[src/rtl/fsg_pkg.sv]
package fsg_pkg;

    typedef enum logic [1:0] {
        FSG_IDLE  = 2'b00,
        FSG_PROG  = 2'b01,
        FSG_ERASE = 2'b10,
        FSG_SUSP  = 2'b11
    } fsg_op_e;

    function automatic logic fsg_busy(input fsg_op_e op);
        return (op == FSG_PROG) || (op == FSG_ERASE);
    endfunction

    function automatic logic fsg_erase_ctx(input fsg_op_e op);
        return (op == FSG_ERASE) || (op == FSG_SUSP);
    endfunction

endpackage

[src/rtl/fsg_sector_hit.sv]
module fsg_sector_hit #(
    parameter int ADDR_W = 19,
    parameter int SECT_W = 3
) (
    input  logic [ADDR_W-1:0]      addr_i,
    input  logic [(1<<SECT_W)-1:0] mask_i,
    output logic                   hit_o
);
    localparam int NSECT = 1 << SECT_W;

    logic [SECT_W-1:0] sect;
    logic [NSECT-1:0]  match;

    assign sect = addr_i[ADDR_W-1 -: SECT_W];

    for (genvar i = 0; i < NSECT; i++) begin : g_sect
        assign match[i] = mask_i[i] && (sect == SECT_W'(i));
    end

    assign hit_o = |match;
endmodule

[src/rtl/fsg_toggle_pair.sv]
module fsg_toggle_pair
    import fsg_pkg::*;
(
    input  logic    clk,
    input  logic    rst_n,
    input  fsg_op_e op_i,
    input  logic    rd_i,
    input  logic    hit_i,
    output logic    any_tog_o,
    output logic    sect_tog_o
);
    typedef struct packed {
        logic any_tog;
        logic sect_tog;
    } tog_t;

    tog_t st_d, st_q;

    always_comb begin
        st_d = st_q;
        if (op_i == FSG_IDLE) begin
            st_d.any_tog  = 1'b0;
            st_d.sect_tog = 1'b0;
        end else if (rd_i) begin
            if (fsg_busy(op_i))
                st_d.any_tog = ~st_q.any_tog;
            if (fsg_erase_ctx(op_i) && hit_i)
                st_d.sect_tog = ~st_q.sect_tog;
        end
    end

    always_ff @(posedge clk or negedge rst_n) begin
        if (!rst_n) st_q <= '0;
        else        st_q <= st_d;
    end

    assign any_tog_o  = st_q.any_tog;
    assign sect_tog_o = st_q.sect_tog;

    p_any_flip_r3: assert property (@(posedge clk) disable iff (!rst_n)
        (rd_i && fsg_busy(op_i)) |=> (any_tog_o != $past(any_tog_o)));

    p_any_hold_susp_r4: assert property (@(posedge clk) disable iff (!rst_n)
        (op_i == FSG_SUSP) |=> (any_tog_o == $past(any_tog_o)));

    p_sect_hold_miss_r5: assert property (@(posedge clk) disable iff (!rst_n)
        (op_i != FSG_IDLE && !(rd_i && hit_i)) |=> (sect_tog_o == $past(sect_tog_o)));
endmodule

[src/rtl/fsg_fault_latch.sv]
module fsg_fault_latch
    import fsg_pkg::*;
(
    input  logic    clk,
    input  logic    rst_n,
    input  fsg_op_e op_i,
    input  logic    timeout_i,
    output logic    fault_o
);
    logic fault_d, fault_q;

    always_comb begin
        fault_d = fault_q;
        if (op_i == FSG_IDLE)
            fault_d = 1'b0;
        else if (fsg_busy(op_i) && timeout_i)
            fault_d = 1'b1;
    end

    always_ff @(posedge clk or negedge rst_n) begin
        if (!rst_n) fault_q <= 1'b0;
        else        fault_q <= fault_d;
    end

    assign fault_o = fault_q;

    p_fault_sticky_r6: assert property (@(posedge clk) disable iff (!rst_n)
        (fault_o && op_i != FSG_IDLE) |=> fault_o);

    p_fault_clear_r6: assert property (@(posedge clk) disable iff (!rst_n)
        (op_i == FSG_IDLE) |=> !fault_o);
endmodule

[src/rtl/flash_status_gen.sv]
module flash_status_gen
    import fsg_pkg::*;
#(
    parameter int ADDR_W = 19,
    parameter int SECT_W = 3
) (
    input  logic                   clk,
    input  logic                   rst_n,
    input  logic [1:0]             op_i,
    input  logic [7:0]             tgt_data_i,
    input  logic [(1<<SECT_W)-1:0] erase_mask_i,
    input  logic                   win_closed_i,
    input  logic                   timeout_i,
    input  logic                   rd_stb_i,
    input  logic                   ce_n_i,
    input  logic                   oe_n_i,
    input  logic [ADDR_W-1:0]      rd_addr_i,
    output logic [7:0]             status_o,
    output logic                   rdy_o
);
    localparam int NSECT = 1 << SECT_W;

    typedef struct packed {
        logic last_msb;
    } top_st_t;

    fsg_op_e op;
    logic    rd_ok, hit, any_tog, sect_tog, fault;
    top_st_t st_d, st_q;

    assign op    = fsg_op_e'(op_i);
    assign rd_ok = rd_stb_i && !ce_n_i && !oe_n_i;

    fsg_sector_hit #(.ADDR_W(ADDR_W), .SECT_W(SECT_W)) u_hit (
        .addr_i (rd_addr_i),
        .mask_i (erase_mask_i[NSECT-1:0]),
        .hit_o  (hit)
    );

    fsg_toggle_pair u_tog (
        .clk        (clk),
        .rst_n      (rst_n),
        .op_i       (op),
        .rd_i       (rd_ok),
        .hit_i      (hit),
        .any_tog_o  (any_tog),
        .sect_tog_o (sect_tog)
    );

    fsg_fault_latch u_fault (
        .clk       (clk),
        .rst_n     (rst_n),
        .op_i      (op),
        .timeout_i (timeout_i),
        .fault_o   (fault)
    );

    always_comb begin
        st_d = st_q;
        if (op == FSG_PROG)
            st_d.last_msb = tgt_data_i[7];
    end

    always_ff @(posedge clk or negedge rst_n) begin
        if (!rst_n) st_q <= '0;
        else        st_q <= st_d;
    end

    always_comb begin
        status_o = 8'h00;
        unique case (op)
            FSG_IDLE:  status_o[7] = st_q.last_msb;
            FSG_PROG:  begin
                status_o[7] = ~tgt_data_i[7];
                status_o[6] = any_tog;
                status_o[5] = fault;
            end
            FSG_ERASE, FSG_SUSP: begin
                status_o[6] = any_tog;
                status_o[5] = fault;
                status_o[3] = win_closed_i;
                status_o[2] = sect_tog;
            end
            default: status_o = 8'h00;
        endcase
        rdy_o = !fsg_busy(op);
    end

    p_unused_zero_r9: assert property (@(posedge clk) disable iff (!rst_n)
        (status_o[4] == 1'b0) && (status_o[1:0] == 2'b00));

    p_susp_b6_hold_r4: assert property (@(posedge clk) disable iff (!rst_n)
        (op == FSG_SUSP) |=> (op != FSG_SUSP) || (status_o[6] == $past(status_o[6])));

    p_idle_after_prog_r2: assert property (@(posedge clk) disable iff (!rst_n)
        (op == FSG_PROG) |=> (op != FSG_IDLE) || (status_o == {$past(tgt_data_i[7]), 7'b0}));

    p_no_rd_no_flip_r3: assert property (@(posedge clk) disable iff (!rst_n)
        (!rd_ok && op == FSG_ERASE) |=> (op != FSG_ERASE) || $stable(status_o[6]));
endmodule

[config.mk]
export PLATFORM = sky130hd
export DESIGN_NAME = flash_status_gen
export DESIGN_NICKNAME = d
export VERILOG_FILES = /design/src/rtl/fsg_pkg.sv /design/src/rtl/fsg_sector_hit.sv /design/src/rtl/fsg_toggle_pair.sv /design/src/rtl/fsg_fault_latch.sv /design/src/rtl/flash_status_gen.sv
export SDC_FILE = /design/constraint.sdc
export NUM_CORES = 1
export LEC_CHECK = 0
export ABC_AREA = 1
export ABC_CLOCK_PERIOD_IN_PS = 1300
export CAP_MARGIN = 10
export CORE_UTILIZATION = 27
export DETAILED_ROUTE_END_ITERATION = 7
export PLACE_DENSITY = 0.83
export SLEW_MARGIN = 10
export SYNTH_ARGS = -nofsm -noshare
export SYNTH_HDL_FRONTEND = slang
export SYNTH_SLANG_ARGS = --single-unit
[constraint.sdc]
create_clock -name clk -period 1.3 [get_ports clk]
set_clock_uncertainty 0.2 [all_clocks]
set_input_delay 0.26 -clock clk [delete_from_list [all_inputs] [get_ports clk]]
set_output_delay 0.26 -clock clk [all_outputs]
set_load 0.01 [all_outputs]
==> results of run 1 <==
## power by group through the flow
stage / sequential, mW / clock, mW / combinational [mW]
final: 0.167 / 0.152 / 0.258
after global routing: 0.170 / 0.168 / 0.288
after CTS: 0.165 / 0.158 / 0.252
after detailed placement: 0.167 / 0 / 0.255
after global placement: 0.164 / 0 / 0.251
after floorplan: 0.161 / 0 / 0.114
## worst register-to-register path, cell delays in order (launching register included)
cell and delay, ps:
dfrtp_1 330, inv_2 40, buf_4 120, a21oi_1 130, a21oi_1 50
## synth_stat cells, drive strengths merged, types with 2 or more instances
cell type	number	area share
nand2	13	0.12
inv	12	0.10
a21oi	3	0.035
buf	3	0.052
nand3	8	0.16
nor2	3	0.026
dfrtp	4	0.23
o21a	2	0.035
ha	5	0.15
## kinds of logic (layout without fill, tap and decap cells)
logic type	after synthesis	in the layout	share of synthesized area
DFF	4	4	0.2326
other	1	3	0.008713
AOI/OAI and AO/OA	9	9	0.1308
and+or+nand+nor	25	25	0.3256
buffers and inverters	15	49	0.1570
adders and majority gates	5	5	0.1453
## final cells by class
class / count / area share
sequential: 4 / 0.1190
timing repair buffer: 34 / 0.3765
clock buffer: 3 / 0.02679
inverter: 12 / 0.06548
multi-input combinational: 42 / 0.3884
tap: 16 / 0.02381
## repair_timing
action	CTS	global route
buffers inserted	2	0
pin swaps	4	13
endpoints found under the setup margin	10	8
gates resized for setup	52	17
cloned	0	0
## per-stage QoR
stage	power, mW	cell area, um2	TNS, ps	instances
after CTS	0.5753	798.3	-197.9	111
after global routing	0.6257	840.8	-269.7	111
after floorplan	0.2746	437.9	0	61
after global placement	0.4154	740.7	-7337	106
after detailed placement	0.4219	740.7	-7567	106
final	0.5767	840.8	-157.6	111
## how the worst min path moves through the flow
| stage | end | depth (start not counted) | slack (ps) |
|---|---|---|---|
| 2_1_floorplan | st_q$_DFFE_PN0N_ | 0 | -240 |
| 3_3_place_gp | st_q$_DFFE_PN0N_ | 1 | 280 |
| 3_5_place_dp | st_q$_DFFE_PN0N_ | 1 | 280 |
| 4_1_cts | st_q$_DFFE_PN0N_ | 1 | 30 |
| 5_1_grt | st_q$_DFFE_PN0N_ | 1 | 40 |
| 6_report | st_q$_DFFE_PN0N_ | 1 | 30 |
## sequential cells by signal (all words and copies together), names as in the netlist
signal,flops
st_q,1
u_fault.fault_o,1
u_tog.sect_tog_o,1
u_tog.any_tog_o,1
## metal layers
metal / GRT usage / vias to the layer above
met1: 0.1402 / 240
met2: 0.2344 / 20
li1: - / 251
met3: 0.01739 / 0
met4: 0.07742 / 0
met5: 0 / -
==> flow_summary.toml, run 1 <==
[timing]
rsz0062_at_grt = "yes"
setup_slack_ps = -69.24
hold_viol_final = 0
fmax_mhz = 730.3
drv_slew = 0
setup_viol = 3
fin_crit_ps = 1369
hold_slack_ps = 26.25
fin_crit_sh = 1.053

[critical_path]
critPathKind = "in2out"
r2r_setup_slack_ps = 310
r2r-end = "u_tog.any_tog_o$_DFFE_PN0P_"
cp.required_ps = 840
crit_chain = "buf_8 > buf_6 > ha_4 > o21a_1 > buf_2"
crit_path_max_fanout = 3
crit_family = "buffers and inverters"
critPathLaunch = "op_i[1]"
arrival_ps = 910
start_kind = "input pin"
reg2reg_from = "u_tog.any_tog_o$_DFFE_PN0P_"
worst-path-stages = 5
cp-end-kind = "output pin"
crit_end = "status_o[3]"
cp_slowest_cell = "ha_4"
max_stage_delay_ps = 150
critPathBufInv = 3
worst_r2r_path_depth = 4

[final_layout]
area_growth_pct = 95.35
layout.cells.most_common_list = "nand2_1, dlymetal6s2s_1, clkdlybuf4s50_1, buf_4"
n_fill_cell = 140
layout-drive-gt1-share = 0.4211
fin_util = 0.5647
final-seq-area_um2 = 100.1
n_antenna_cell = 0
multi_input_area_um2 = 326.6
mostFrequentLayoutCell = "nand2_1"
final_net_count = 146

[synth]
synthFlopType = "dfrtp_1"
synth_async_sr_flop_share = 1.000
netlist_area_um2 = 430.4
syn_inst = 59
synth_edf_count = 0
syn-mean-instance-area_um2 = 7.295
synth_cell_types = 18
synth-seq-cells = 4
synth_seq_area_share = 0.2326
yosys_warnings = 0

[grt]
antenna_found_initial = 0
grt_max_degree = 6
grt_overflow = 0
grt_pass1_vias = 506
grtUsageTotal = 0.1293
grt_first_pass_wirelength_um = 1780

[clock_network]
h-tree-depth = 1
root_buffer = "clkbuf_4"
worstSkewPairLatency_ps = 230
path_clk_slew_ps = 40
cts_tree = "built"
cts_inserted_buffers = 3
cts.path.max_buffers = 2
clock_sinks = 4
cts_hold_buffers = 0

[flow_run]
maxCapViolCount = 0

[drt]
top_layer_used = "met3"
detail-route-antenna-nets = 0
drc_errors = 0
wl_met3_um = 51
num_vias = 511
firstDrtPassIters = 4
wirelength_met1_um = 371
wire_per_inst_um = 9.171
met2WireLength_um = 595
drtIter0Drc = 1
viasPerCell = 4.604
wirelength_um = 1018

[pwr]
sw_frac_of_total = 0.3135
p_leak_nw = 0.4710
pwr-share-comb = 0.447
internal_power_mw = 0.3959
clock_power_share = 0.263
p_seq_frac = 0.289
peakVddDrop_mv = 0.2251
power_switching_mw = 0.1808
p_per_area_nw_per_um2 = 685.9

[floorplanning]
die_w_um = 41.93
die_area_um2 = 1758
initial_core_util = 0.2891
die_y_um = 41.93
ios = 53
core-area_um2 = 1489
std_cell_rows = 14

[hold_path]
hold_class = "in2async"

[place]
dpl.hpwl_um = 816.9
gp_congestion = 0.6445
dp_slack_ps = -957.9
io_buffer_count = 26

[outcome]
violations = "setup timing"
status = "finished, violations left"
(Power assumes the default switching activity.)
==> run 2, diff against run 1 <==
--- a/config.mk
+++ b/config.mk
@@ -10,6 +10,7 @@
 export CAP_MARGIN = 10
 export CORE_UTILIZATION = 27
 export DETAILED_ROUTE_END_ITERATION = 7
+export HOLD_SLACK_MARGIN = 0.12
 export PLACE_DENSITY = 0.83
 export SLEW_MARGIN = 10
 export SYNTH_ARGS = -nofsm -noshare
==> run 2 against run 1 <==
Against the previous run:
- routed wire length rose by 0.79%
- combinational power barely moved
- hold slack improved by 170 ps
- critical path depth did not move
- largest cell class unchanged
- the flow still finishes with violations (setup timing)
- sequential share of layout area fell by 0.14 points
- utilization rose by 0.67 points
- worst setup slack did not move
- critical endpoint unchanged
- non-clock buffer count rose by 1
- die area did not move
==> flow_summary.toml, run 2 (same netlist as run 1, synthesis figures left out) <==
[critical_path]
max_stage_delay_ps = 150
arrival_ps = 910
r2r_setup_slack_ps = 310
cp_slowest_cell = "ha_4"
start_kind = "input pin"
reg2reg_from = "u_tog.any_tog_o$_DFFE_PN0P_"
critPathLaunch = "op_i[1]"
critPathKind = "in2out"
cp-end-kind = "output pin"
crit_path_max_fanout = 3
cp.required_ps = 840
crit_chain = "buf_8 > buf_6 > ha_4 > o21a_1 > buf_2"

[final_layout]
layout.cells.most_common_list = "nand2_1, dlymetal6s2s_1, clkdlybuf4s50_1, buf_4"
layout-drive-gt1-share = 0.4167
mostFrequentLayoutCell = "nand2_1"
final_net_count = 147
area_growth_pct = 97.67
fin_util = 0.5714
n_antenna_cell = 0
fin_cells = 112
n_fill_cell = 139

[pwr]
peakVddDrop_mv = 0.2251
p_leak_nw = 0.4751
p_per_area_nw_per_um2 = 680.5

[clock_network]
cts_tree = "built"
cts_inserted_buffers = 3
root_buffer = "clkbuf_4"
h-tree-depth = 1
path_clk_slew_ps = 30
clock_sinks = 4
worstSkewPairLatency_ps = 230
cts.path.max_buffers = 2

[grt]
grt_max_degree = 6
grtUsageTotal = 0.1293
grt_overflow = 0
grt_pass1_vias = 506
antenna_found_initial = 0
grt_first_pass_wirelength_um = 1780

[timing]
fin_crit_ps = 1369
tns_ps = -157.7
setup_slack_ps = -69.24
fin_crit_sh = 1.053
rsz0062_at_grt = "yes"
setup_viol = 3
hold_viol_final = 0
hold_slack_ps = 193.6
drv_slew = 0
fmax_mhz = 730.3

[floorplanning]
core-area_um2 = 1489
ios = 53
die_area_um2 = 1758
die_y_um = 41.93
die_w_um = 41.93
initial_core_util = 0.2891
std_cell_rows = 14

[place]
dpl.hpwl_um = 816.9
gp_congestion = 0.6445
dp.cells = 106
dp_slack_ps = -957.9
io_buffer_count = 26

[drt]
viasPerCell = 4.580
wirelength_um = 1026
wire_per_inst_um = 9.161
drtIter0Drc = 1
firstDrtPassIters = 4
detail-route-antenna-nets = 0
drc_errors = 0
num_vias = 513

[hold_path]
min-delay-start = "op_i[0]"
hold_class = "in2reg"

[outcome]
status = "finished, violations left"
violations = "setup timing"

[flow_run]
maxCapViolCount = 0
## run 2: cell count changes in the layout (fill, tap and decap cells not counted)
cell / delta
dlygate4sd3_1: +1
## run 2: layout make-up
cell class	count	area, um2	share of cell area
timing repair buffer	35	326.6	0.3838
clock buffer	3	22.52	0.02647
inverter	12	55.05	0.06471
multi-input combinational	42	326.6	0.3838
tap	16	20.02	0.02353
sequential	4	100.1	0.1176
## run 2: metal layers
layer	vias up	global-route usage	wire, um
met4	0	0.07742	0
met2	20	0.2344	597
met3	0	0.01304	47
li1	253	-	-
met5	-	0	0
met1	240	0.1429	380
## run 2: worst max-delay path, delay by kind of cell
family | cells | cell delay, ps
buffers and inverters | 3 | 350
adders and majority gates | 1 | 150
AOI/OAI and AO/OA | 1 | 150
## run 2: report_power, final
part	total (mW)	switching, mW	leakage (nW)	internal (mW)
clock	0.152	0.0487	0.0138	0.103
sequential	0.167	0.0162	0.0481	0.151
combinational	0.260	0.116	0.413	0.144
total	0.579	0.181	0.475	0.398
## run 2: per-stage QoR
stage	power [mW]	instance area [um2]
after floorplan	0.2746	437.9
after CTS	0.5777	808.3
final	0.5790	850.8
after global routing	0.6283	850.8
after detailed placement	0.4219	740.7
after global placement	0.4154	740.7
## run 2: repair_timing
item / CTS / global route
buffers inserted: 2 / 0
pin swaps: 4 / 13
endpoints found under the hold margin: 4 / 0
setup endpoints to repair: 10 / 8
hold buffers: 1 / 0
gates resized for setup: 52 / 17
## run 2: worst paths after layout
kind | depth (start not counted) | end
max | 5 | status_o[3]
min | 4 | u_tog.sect_tog_o$_DFFE_PN0P_
max reg2reg | 4 | u_tog.any_tog_o$_DFFE_PN0P_
min reg2reg | 2 | u_tog.sect_tog_o$_DFFE_PN0P_
max in group asynchronous | 2 | u_fault.fault_o$_DFFE_PN0P_
min in group asynchronous | 2 | st_q$_DFFE_PN0N_
==> run 3, diff against run 2 <==
--- a/config.mk
+++ b/config.mk
@@ -16,3 +16,4 @@
 export SYNTH_ARGS = -nofsm -noshare
 export SYNTH_HDL_FRONTEND = slang
 export SYNTH_SLANG_ARGS = --single-unit
+export TNS_END_PERCENT = 1
==> run 3 against run 2 <==
Against the previous run:
- the run still ends with setup timing left
- non-clock buffer count fell by 1
- register-to-register slack hardly changed
- global-route usage is the same
- critical path depth stayed put
- final cell count decreased by 0.89%
==> flow_summary.toml, run 3 (same netlist as run 1, synthesis figures left out) <==
[outcome]
status = "finished, violations left"
violations = "setup timing"

[pwr]
p_leak_nw = 0.4079
peakVddDrop_mv = 0.2408
p_per_area_nw_per_um2 = 701.6

[timing]
fmax_mhz = 729.9
setup_viol = 4
fin_crit_ps = 1370
rsz0062_at_grt = "yes"
setup_slack_ps = -70.14
hold_viol_final = 0
fin_crit_sh = 1.054
hold_slack_ps = 201.2
drv_slew = 0

[place]
gp_congestion = 0.6445
dp_slack_ps = -957.9
io_buffer_count = 26
dpl.hpwl_um = 816.9

[hold_path]
min-delay-start = "op_i[0]"
holdPathEnd = "u_tog.sect_tog_o$_DFFE_PN0P_"
worstHoldPathCells = 4
hold_class = "in2reg"

[final_layout]
multi_input_area_um2 = 321.6
fin_util = 0.5471
area_growth_pct = 89.24
final-seq-area_um2 = 100.1
n_antenna_cell = 0
mostFrequentLayoutCell = "clkdlybuf4s50_1"
n_fill_cell = 143
final_net_count = 146
layout-drive-gt1-share = 0.3684
layout.cells.most_common_list = "clkdlybuf4s50_1, nand2_1, inv_1"

[floorplanning]
die_w_um = 41.93
initial_core_util = 0.2891
std_cell_rows = 14
ios = 53
die_y_um = 41.93
die_area_um2 = 1758
core-area_um2 = 1489

[critical_path]
r2r-end = "u_tog.any_tog_o$_DFFE_PN0P_"
cp.required_ps = 840
cp-end-kind = "output pin"
r2r_setup_slack_ps = 310
crit_family = "buffers and inverters"
max_stage_delay_ps = 160
start_kind = "input pin"
crit_path_max_fanout = 3
cp_slowest_cell = "o21a_1"
critPathKind = "in2out"
crit_chain = "buf_8 > buf_6 > ha_4 > o21a_1 > buf_2"
critPathBufInv = 3
worst_r2r_path_depth = 4
reg2reg_from = "u_tog.any_tog_o$_DFFE_PN0P_"
arrival_ps = 910

[drt]
viasPerCell = 4.568
firstDrtPassIters = 4
drtIter0Drc = 5
wirelength_um = 976
num_vias = 507
drc_errors = 0
detail-route-antenna-nets = 0
wire_per_inst_um = 8.793

[clock_network]
cts_inserted_buffers = 3
path_clk_slew_ps = 30
root_buffer = "clkbuf_4"
h-tree-depth = 1
clock_sinks = 4
cts_tree = "built"
cts.path.max_buffers = 2
worstSkewPairLatency_ps = 230

[grt]
grt_pass1_vias = 502
grt_max_degree = 6
grtUsageTotal = 0.1293
grt_overflow = 0
antenna_found_initial = 0
grt_first_pass_wirelength_um = 1780

[flow_run]
maxCapViolCount = 0
==> run 3: where the power goes <==
group / switching, mW / internal (mW) / total (mW)
Clock: 0.0496 / 0.103 / 0.153
Combinational: 0.113 / 0.140 / 0.253
Sequential: 0.0146 / 0.151 / 0.165
==> run 3: how the worst max path moves through the flow <==
stage	from	to	slack [ps]	depth (start not counted)
after CTS	op_i[1]	status_o[3]	-70	5
after global placement	op_i[0]	rdy_o	-940	5
after global routing	op_i[1]	status_o[2]	-100	5
final	op_i[1]	status_o[2]	-70	5
after floorplan	op_i[1]	status_o[7]	40	4
after detailed placement	op_i[0]	rdy_o	-960	5
==> run 3: layout make-up <==
type | count | share of cell area
clock buffers | 3 | 0.02765
repair buffers | 34 | 0.3656
multi-input cells | 42 | 0.3948
well taps | 16 | 0.02458
flip-flops and latches | 4 | 0.1229
inverters | 12 | 0.06452
==> run 3: timing repair <==
action                                  4_1_cts  5_1_grt
pin swaps                                     4        1
endpoints found under the hold margin         4        0
resized for setup                            50        6
setup buffers                                 1        0
endpoints found under the setup margin       10        8
hold buffers                                  1        0
==> run 3: metrics by stage <==
step / instance area (um2) / std cells / total power, mW / setup TNS, ps
floorplan: 437.9 / 61 / 0.2746 / 0
global placement: 740.7 / 106 / 0.4154 / -7337
detailed placement: 740.7 / 106 / 0.4219 / -7567
CTS: 794.5 / 111 / 0.5701 / -203.7
global route: 814.5 / 111 / 0.6178 / -457.3
finish: 814.5 / 111 / 0.5715 / -168.8
==> run 3: metal layers <==
metal,track usage,vias to the layer above,share of wire
met5,0,-,0
met4,0.07742,0,0.0082
met3,0.01304,2,0.050
met2,0.2344,19,0.57
met1,0.1429,235,0.37
li1,-,251,-
==> run 3: tightest hold or removal path: stages <==
cell and delay, ps:
buf_6 110, a22oi_2 90, nand3_1 80, nand2_1 50
